File: src/rtl/fbw_pkg.sv
package fbw_pkg;
    localparam int FBW_AW    = 19;   // word address width
    localparam int FBW_WW    = 16;   // queue entry data width
    localparam int FBW_LANES = FBW_WW / 8;

    typedef enum logic [1:0] {
        SZ_BYTE = 2'b00,
        SZ_WORD = 2'b01,
        SZ_LONG = 2'b10,
        SZ_WALT = 2'b11
    } fbw_size_e;

    typedef struct packed {
        logic [FBW_AW-1:0]    addr;
        logic [FBW_WW-1:0]    data;
        logic [FBW_LANES-1:0] be;
    } fbw_entry_t;
endpackage

File: src/rtl/fbw_entry_gen.sv
module fbw_entry_gen
    import fbw_pkg::*;
(
    input  logic [1:0]        size,
    input  logic [FBW_AW:0]   addr,
    input  logic [31:0]       data,
    input  logic              ovl,
    output fbw_entry_t        ent_first,
    output fbw_entry_t        ent_second,
    output logic              is_long
);
    logic [FBW_AW-1:0]    raw_addr [2];
    logic [FBW_WW-1:0]    raw_data [2];
    logic [FBW_LANES-1:0] raw_be   [2];
    logic [FBW_LANES-1:0] kept_be  [2];

    always_comb begin
        is_long     = (fbw_size_e'(size) == SZ_LONG);
        raw_addr[0] = addr[FBW_AW:1];
        raw_addr[1] = addr[FBW_AW:1];
        raw_data[0] = data[FBW_WW-1:0];
        raw_data[1] = data[FBW_WW-1:0];
        raw_be[0]   = '1;
        raw_be[1]   = '1;
        unique case (fbw_size_e'(size))
            SZ_BYTE: begin
                raw_data[0] = {data[7:0], data[7:0]};
                raw_be[0]   = addr[0] ? 2'b01 : 2'b10;
            end
            SZ_LONG: begin
                raw_addr[0] = {addr[FBW_AW:2], 1'b0};
                raw_addr[1] = {addr[FBW_AW:2], 1'b1};
                raw_data[0] = data[31:16];
                raw_data[1] = data[15:0];
            end
            default: ;
        endcase
    end

    // transparent-zero masking, one instance per half and per byte lane
    for (genvar h = 0; h < 2; h++) begin : g_half
        for (genvar l = 0; l < FBW_LANES; l++) begin : g_lane
            assign kept_be[h][l] = raw_be[h][l] & ~(ovl && (raw_data[h][8*l +: 8] == 8'h00));
        end
    end

    assign ent_first  = '{addr: raw_addr[0], data: raw_data[0], be: kept_be[0]};
    assign ent_second = '{addr: raw_addr[1], data: raw_data[1], be: kept_be[1]};
endmodule

File: src/rtl/fbw_pacer.sv
module fbw_pacer #(
    parameter int DRAIN_INT = 5
) (
    input  logic clk,
    input  logic rst_n,
    input  logic nonempty,
    output logic fire
);
    localparam int TW = $clog2(DRAIN_INT + 1);
    localparam logic [TW-1:0] TOP = TW'(DRAIN_INT - 1);

    typedef struct packed {
        logic [TW-1:0] tmr;
    } pace_t;

    pace_t st_d, st_q;

    assign fire = nonempty && (st_q.tmr == TOP);

    always_comb begin
        st_d = st_q;
        if (fire)              st_d.tmr = '0;
        else if (st_q.tmr != TOP) st_d.tmr = st_q.tmr + 1'b1;
    end

    always_ff @(posedge clk) begin
        if (!rst_n) st_q <= '{tmr: TOP};
        else        st_q <= st_d;
    end
endmodule

File: src/rtl/fbw_queue.sv
module fbw_queue
    import fbw_pkg::*;
#(
    parameter int DEPTH = 4
) (
    input  logic                         clk,
    input  logic                         rst_n,
    input  logic                         push,
    input  logic                         push_two,
    input  fbw_entry_t                   ent_first,
    input  fbw_entry_t                   ent_second,
    input  logic                         pop,
    output fbw_entry_t                   head,
    output logic [$clog2(DEPTH+1)-1:0]   count
);
    localparam int PW = (DEPTH > 1) ? $clog2(DEPTH) : 1;
    localparam int CW = $clog2(DEPTH + 1);

    typedef struct packed {
        fbw_entry_t [DEPTH-1:0] mem;
        logic [PW-1:0]          wp;
        logic [PW-1:0]          rp;
        logic [CW-1:0]          cnt;
    } q_t;

    q_t st_d, st_q;

    function automatic logic [PW-1:0] adv(input logic [PW-1:0] p);
        return (p == PW'(DEPTH - 1)) ? '0 : p + 1'b1;
    endfunction

    always_comb begin
        st_d = st_q;
        if (pop) st_d.rp = adv(st_q.rp);
        if (push) begin
            st_d.mem[st_q.wp] = ent_first;
            st_d.wp           = adv(st_q.wp);
            if (push_two) begin
                st_d.mem[adv(st_q.wp)] = ent_second;
                st_d.wp                = adv(adv(st_q.wp));
            end
        end
        st_d.cnt = st_q.cnt + CW'(push) + CW'(push && push_two) - CW'(pop);
    end

    always_ff @(posedge clk) begin
        if (!rst_n) st_q <= '0;
        else        st_q <= st_d;
    end

    assign head  = st_q.mem[st_q.rp];
    assign count = st_q.cnt;
endmodule

File: src/rtl/fb_write_fifo.sv
module fb_write_fifo
    import fbw_pkg::*;
#(
    parameter int DEPTH     = 4,
    parameter int ACC_LAT   = 3,
    parameter int DRAIN_INT = 5
) (
    input  logic                 clk,
    input  logic                 rst_n,
    input  logic                 wr_req,
    input  logic [1:0]           wr_size,
    input  logic [FBW_AW:0]      wr_addr,
    input  logic [31:0]          wr_data,
    input  logic                 wr_ovl,
    output logic                 wr_ready,
    output logic                 fb_we,
    output logic [FBW_AW-1:0]    fb_addr,
    output logic [FBW_WW-1:0]    fb_data,
    output logic [FBW_LANES-1:0] fb_be
);
    localparam int CW = $clog2(DEPTH + 1);
    localparam int AW = $clog2(ACC_LAT + 1);
    localparam logic [AW-1:0] ACC_TOP = AW'(ACC_LAT - 1);

    typedef struct packed {
        logic [AW-1:0] acc;
    } acc_t;

    acc_t       st_d, st_q;
    fbw_entry_t ent_first, ent_second, head;
    logic       is_long, room, fire;
    logic [CW-1:0] q_cnt;

    fbw_entry_gen u_gen (
        .size       (wr_size),
        .addr       (wr_addr),
        .data       (wr_data),
        .ovl        (wr_ovl),
        .ent_first  (ent_first),
        .ent_second (ent_second),
        .is_long    (is_long)
    );

    // room is judged on the occupancy before this cycle's commit
    assign room     = is_long ? (int'(q_cnt) + 2 <= DEPTH) : (int'(q_cnt) + 1 <= DEPTH);
    assign wr_ready = wr_req && (st_q.acc == ACC_TOP) && room;

    always_comb begin
        st_d = st_q;
        if (!wr_req || wr_ready)   st_d.acc = '0;
        else if (st_q.acc != ACC_TOP) st_d.acc = st_q.acc + 1'b1;
    end

    always_ff @(posedge clk) begin
        if (!rst_n) st_q <= '0;
        else        st_q <= st_d;
    end

    fbw_queue #(.DEPTH(DEPTH)) u_queue (
        .clk        (clk),
        .rst_n      (rst_n),
        .push       (wr_ready),
        .push_two   (is_long),
        .ent_first  (ent_first),
        .ent_second (ent_second),
        .pop        (fire),
        .head       (head),
        .count      (q_cnt)
    );

    fbw_pacer #(.DRAIN_INT(DRAIN_INT)) u_pacer (
        .clk      (clk),
        .rst_n    (rst_n),
        .nonempty (q_cnt != '0),
        .fire     (fire)
    );

    assign fb_we   = fire;
    assign fb_addr = head.addr;
    assign fb_data = head.data;
    assign fb_be   = head.be;
endmodule

File: config.mk
export PLATFORM = sky130hd
export DESIGN_NAME = fb_write_fifo
export DESIGN_NICKNAME = d
export VERILOG_FILES = /design/src/rtl/fbw_pkg.sv /design/src/rtl/fbw_entry_gen.sv /design/src/rtl/fbw_pacer.sv /design/src/rtl/fbw_queue.sv /design/src/rtl/fb_write_fifo.sv
export SDC_FILE = /design/constraint.sdc
export NUM_CORES = 1
export LEC_CHECK = 0
export ABC_AREA = 1
export BUFFER_PORTS_ARGS = -buffer_cell sky130_fd_sc_hd__buf_4
export CAP_MARGIN = 15
export CORE_ASPECT_RATIO = 0.75
export CORE_MARGIN = 4
export CORE_UTILIZATION = 25
export CTS_BUF_LIST = sky130_fd_sc_hd__clkbuf_2
export CTS_CLUSTER_SIZE = 40
export DETAILED_ROUTE_END_ITERATION = 10
export PLACE_DENSITY = 0.52
export RECOVER_POWER = 25
export SETUP_SLACK_MARGIN = 0.4
export SLEW_MARGIN = 20
export SYNTH_ARGS = -nofsm -noshare
export SYNTH_HDL_FRONTEND = slang
export SYNTH_SLANG_ARGS = --single-unit
File: constraint.sdc
create_clock -name clk -period 6.6 [get_ports clk]
set_input_delay 0.33 -clock clk [delete_from_list [all_inputs] [get_ports clk]]
set_output_delay 0.33 -clock clk [all_outputs]
set_load 0.01 [all_outputs]
==> results by group <==
Outcome
  • Outcome: complete, but fails checks
  • Failing checks: capacitance limit, slew limit

Clock tree
  • Clk sinks: 160
  • Worst skew pair latency: 0.78 ns
  • Post-CTS Setup Repair Bufs: 0
  • Clock slew at reported path FFs: 0.31 ns
  • Total CTS buffers: 17
  • H-tree Lvls: 4
  • Post-CTS sizing: 0
  • CTS Root Buffer Type: clkbuf_2
  • CTS Buffer Depth: 2
  • CTS tree: yes

Drt
  • Starting DRC count in detailed routing: 632
  • Routed len/inst: 17.8 um
  • Vias post-DR: 8018
  • Length of the first detailed-routing pass in iterations: 5
  • Vias/cell: 5.01
  • Antenna viol nets, final: 0
  • Post-Route WL: 28.5 mm
  • Drt drc: 0

Final layout
  • Sequential cell area: 0.00320 mm^2
  • Filler cells: 3383
  • Area Growth Syn to Fin: 18.9%
  • Area of the multi-input gates: 0.00398 mm^2
  • Commonest non-fill, non-tap cell in the layout: nor2_1
  • Layout cells sized above 1: 13.3%
  • Commonest non-fill, non-tap cells in the layout: nor2_1, o21ai_0, dfxtp_1, o22ai_1, buf_4
  • Final Net Count: 1256

Flow run
  • Max_cap viols: 3

Place
  • Setup Slack @ Placement: 3.02 ns
  • Routability Congestion: 0.824
  • Hpwl dp: 17.3 mm
  • IO buf count: 96

Global route
  • Largest net degree at the start of global routing: 78
  • Initial antenna violation count: 2
  • First-pass GRT wire length: 44.1 mm
  • Total gr overflow: 0
  • Overall routing resource usage: 16.3%
  • Vias in the first global route: 7494

STA
  • Fin crit period: 4.64 ns
  • Final worst path period share: 70.3%
  • RSZ-0062 raised after global routing: no
  • Max Freq: 216 MHz
  • Skew final: 0.0697 ns
  • TNS Setup: 0 ns
  • Final worst setup slack: 1.96 ns
  • Worst rel slew slack: -93.2%
  • Final Max Slew Viols: 169
  • Final setup fails: 0
  • Slew @ Worst Pin: 2.90 ns
  • Final Hold Viols: 0

Min path
  • Hold Path Class: input port to flip-flop

Setup path
  • Crit. Startpoint: u_queue.count[1]$_SDFF_PN0_
  • Critical Path End Type: flip-flop
  • Critical R2R Launch: u_queue.count[1]$_SDFF_PN0_
  • Reg2reg path depth: 9
  • R2R setup slack: 1.96 ns
  • Worst EP required: 7.21 ns
  • CP Capture Point: u_queue.st_q[132]$_SDFFE_PN0P_
  • Critical R2R Capture: u_queue.st_q[132]$_SDFFE_PN0P_
  • Kind of critical path: flip-flop to flip-flop
  • CP arrival: 5.25 ns
  • Startpoint types: flip-flop
  • Crit Path Max Fanout: 77

Floorplan
  • Die Width: 213 um
  • Die area: 0.0344 mm^2
  • Rows: 55
  • Initial Util: 25.7%
  • Die Y: 162 um
  • Ports: 97
  • Core box area: 0.0306 mm^2

Yosys
  • Yosys reg bits: 160
  • Synthesized area per cell: 7.11 um^2
  • Register area share after synthesis: 40.7%
  • Post-Syn Area: 0.00787 mm^2
  • Synth area leaders: dfxtp_1, nor2_1, o21ai_0
  • Top-area cell type share of the netlist area: 40.7%
  • Post-Synthesis Cells: 1106
  • Syn_nets: 1176
  • Cell taking the most area after synthesis: dfxtp_1
  • Post-synthesis cell type count: 40
  • Ys Warns: 0

Pwr
  • Clock power share: 20.8%
  • Pwr per Cell Area: 306 mW/mm^2
  • Leakage power total: 0.00379 uW
  • Switching Fraction: 43.0%
  • Peak VDD IR: 0.148 mV
  • Cell Int Power: 1630 uW
  • Net Sw Power: 1230 uW
  • Sequential power share: 35.7%
  • Combinational Power Share: 43.5%
==> repair_timing <==
| action | CTS | global route |
|---|---|---|
| hold buffers | 38 | 0 |
| hold endpoints to repair | 142 | 0 |
| setup endpoints to repair | 0 | 0 |
==> area by class of cell <==
type / count / area share [%]
multi-input cells: 800 / 42.5
clock buffers: 17 / 0.910
clock inverters: 15 / 1.99
repair buffers: 139 / 12.1
flip-flops and latches: 160 / 34.3
diodes: 2 / 0.0535
inverters: 68 / 2.88
well taps: 399 / 5.34
==> state kept, by name, indices dropped and copies added, names as in the netlist <==
name / cells
u_queue.count: 3
u_pacer.st_q: 3
u_queue.st_q: 152
st_q: 2
==> through the flow <==
step | power [uW] | cells | hold WS [ns] | area (um^2) | utilization (%)
after floorplan | 1740 | 1106 | 0.438 | 7870 | -
after global placement | 2290 | 1528 | 0.450 | 8730 | 28.6
after detailed placement | 2290 | 1528 | 0.461 | 8730 | 28.6
after CTS | 2920 | 1598 | 0.0329 | 9390 | 30.7
after global routing | 3070 | 1599 | 0.0268 | 9350 | 30.6
final | 2870 | 1600 | 0.109 | 9350 | 30.6
==> cells in the mapped netlist <==
cell type,instances
ha_1,10
or2_2,1
nand3_1,14
buf_6,7
buf_4,3
fa_1,2
nand2_4,2
nand4_1,1
nand3b_1,1
buf_8,1
nor3b_1,1
nor3_1,2
inv_1,61
buf_1,1
nor2_8,1
nand3_4,1
inv_2,1
a31oi_1,1
nor2_1,275
o21ai_0,199
nand2_8,1
o211ai_1,1
xor2_1,2
nand2_1,72
buf_2,17
a211oi_2,4
inv_4,5
o21ai_1,5
inv_8,1
nand2_2,11
a211oi_1,25
clkbuf_2,1
o22ai_1,101
dfxtp_1,160
a21oi_1,63
clkbuf_1,48
o21ai_2,1
nor4_1,1
xnor2_1,1
o211ai_2,1
==> kinds of logic after synthesis <==
kind of cell	after synthesis	share of synthesized area [%]
buf+inv	146	8.46
compound gates	401	28.5
simple gates	384	19.9
fa+ha+maj	12	2.10
flops	160	40.7
xor+xnor	3	0.334
==> worst min path at each step <==
stage	slack (ns)	startpoint	depth (start not counted)	to
6_report	0.11	wr_data[19]	5	u_queue.st_q[12]$_SDFFE_PN0P_
5_1_grt	0.03	wr_data[19]	5	u_queue.st_q[12]$_SDFFE_PN0P_
4_1_cts	0.03	wr_addr[0]	6	u_queue.st_q[119]$_SDFFE_PN0P_
3_5_place_dp	0.46	st_q[0]$_SDFFE_PP0P_	2	st_q[0]$_SDFFE_PP0P_
3_3_place_gp	0.45	st_q[0]$_SDFFE_PP0P_	2	st_q[0]$_SDFFE_PP0P_
2_1_floorplan	0.44	st_q[0]$_SDFFE_PP0P_	2	st_q[0]$_SDFFE_PP0P_
==> power groups by stage <==
stage	sequential [uW]	clock (uW)	combinational [uW]
2_1_floorplan	1040	0	700
3_3_place_gp	1040	0	1250
3_5_place_dp	1040	0	1250
4_1_cts	1020	622	1280
5_1_grt	1030	660	1390
6_report	1020	597	1250
==> per-layer routing <==
metal | vias to the layer above | wire (um) | track usage [%]
li1 | 3958 | - | -
met1 | 3763 | 13800 | 23.9
met2 | 278 | 12500 | 24.8
met3 | 19 | 1930 | 3.79
met4 | 0 | 253 | 2.49
met5 | - | 0 | 0
==> critical path: stages (launching register included) <==
cell and delay [ns]:
dfxtp_1 0.40, ha_1 0.35, nand3_1 0.10, o211ai_1 0.09
nand3_1 0.40, inv_4 0.47, nand2_8 0.31, clkinvlp_2 1.57
o21ai_0 0.70, a21oi_1 0.08
Note: power is estimated with default switching activity, not from simulation.
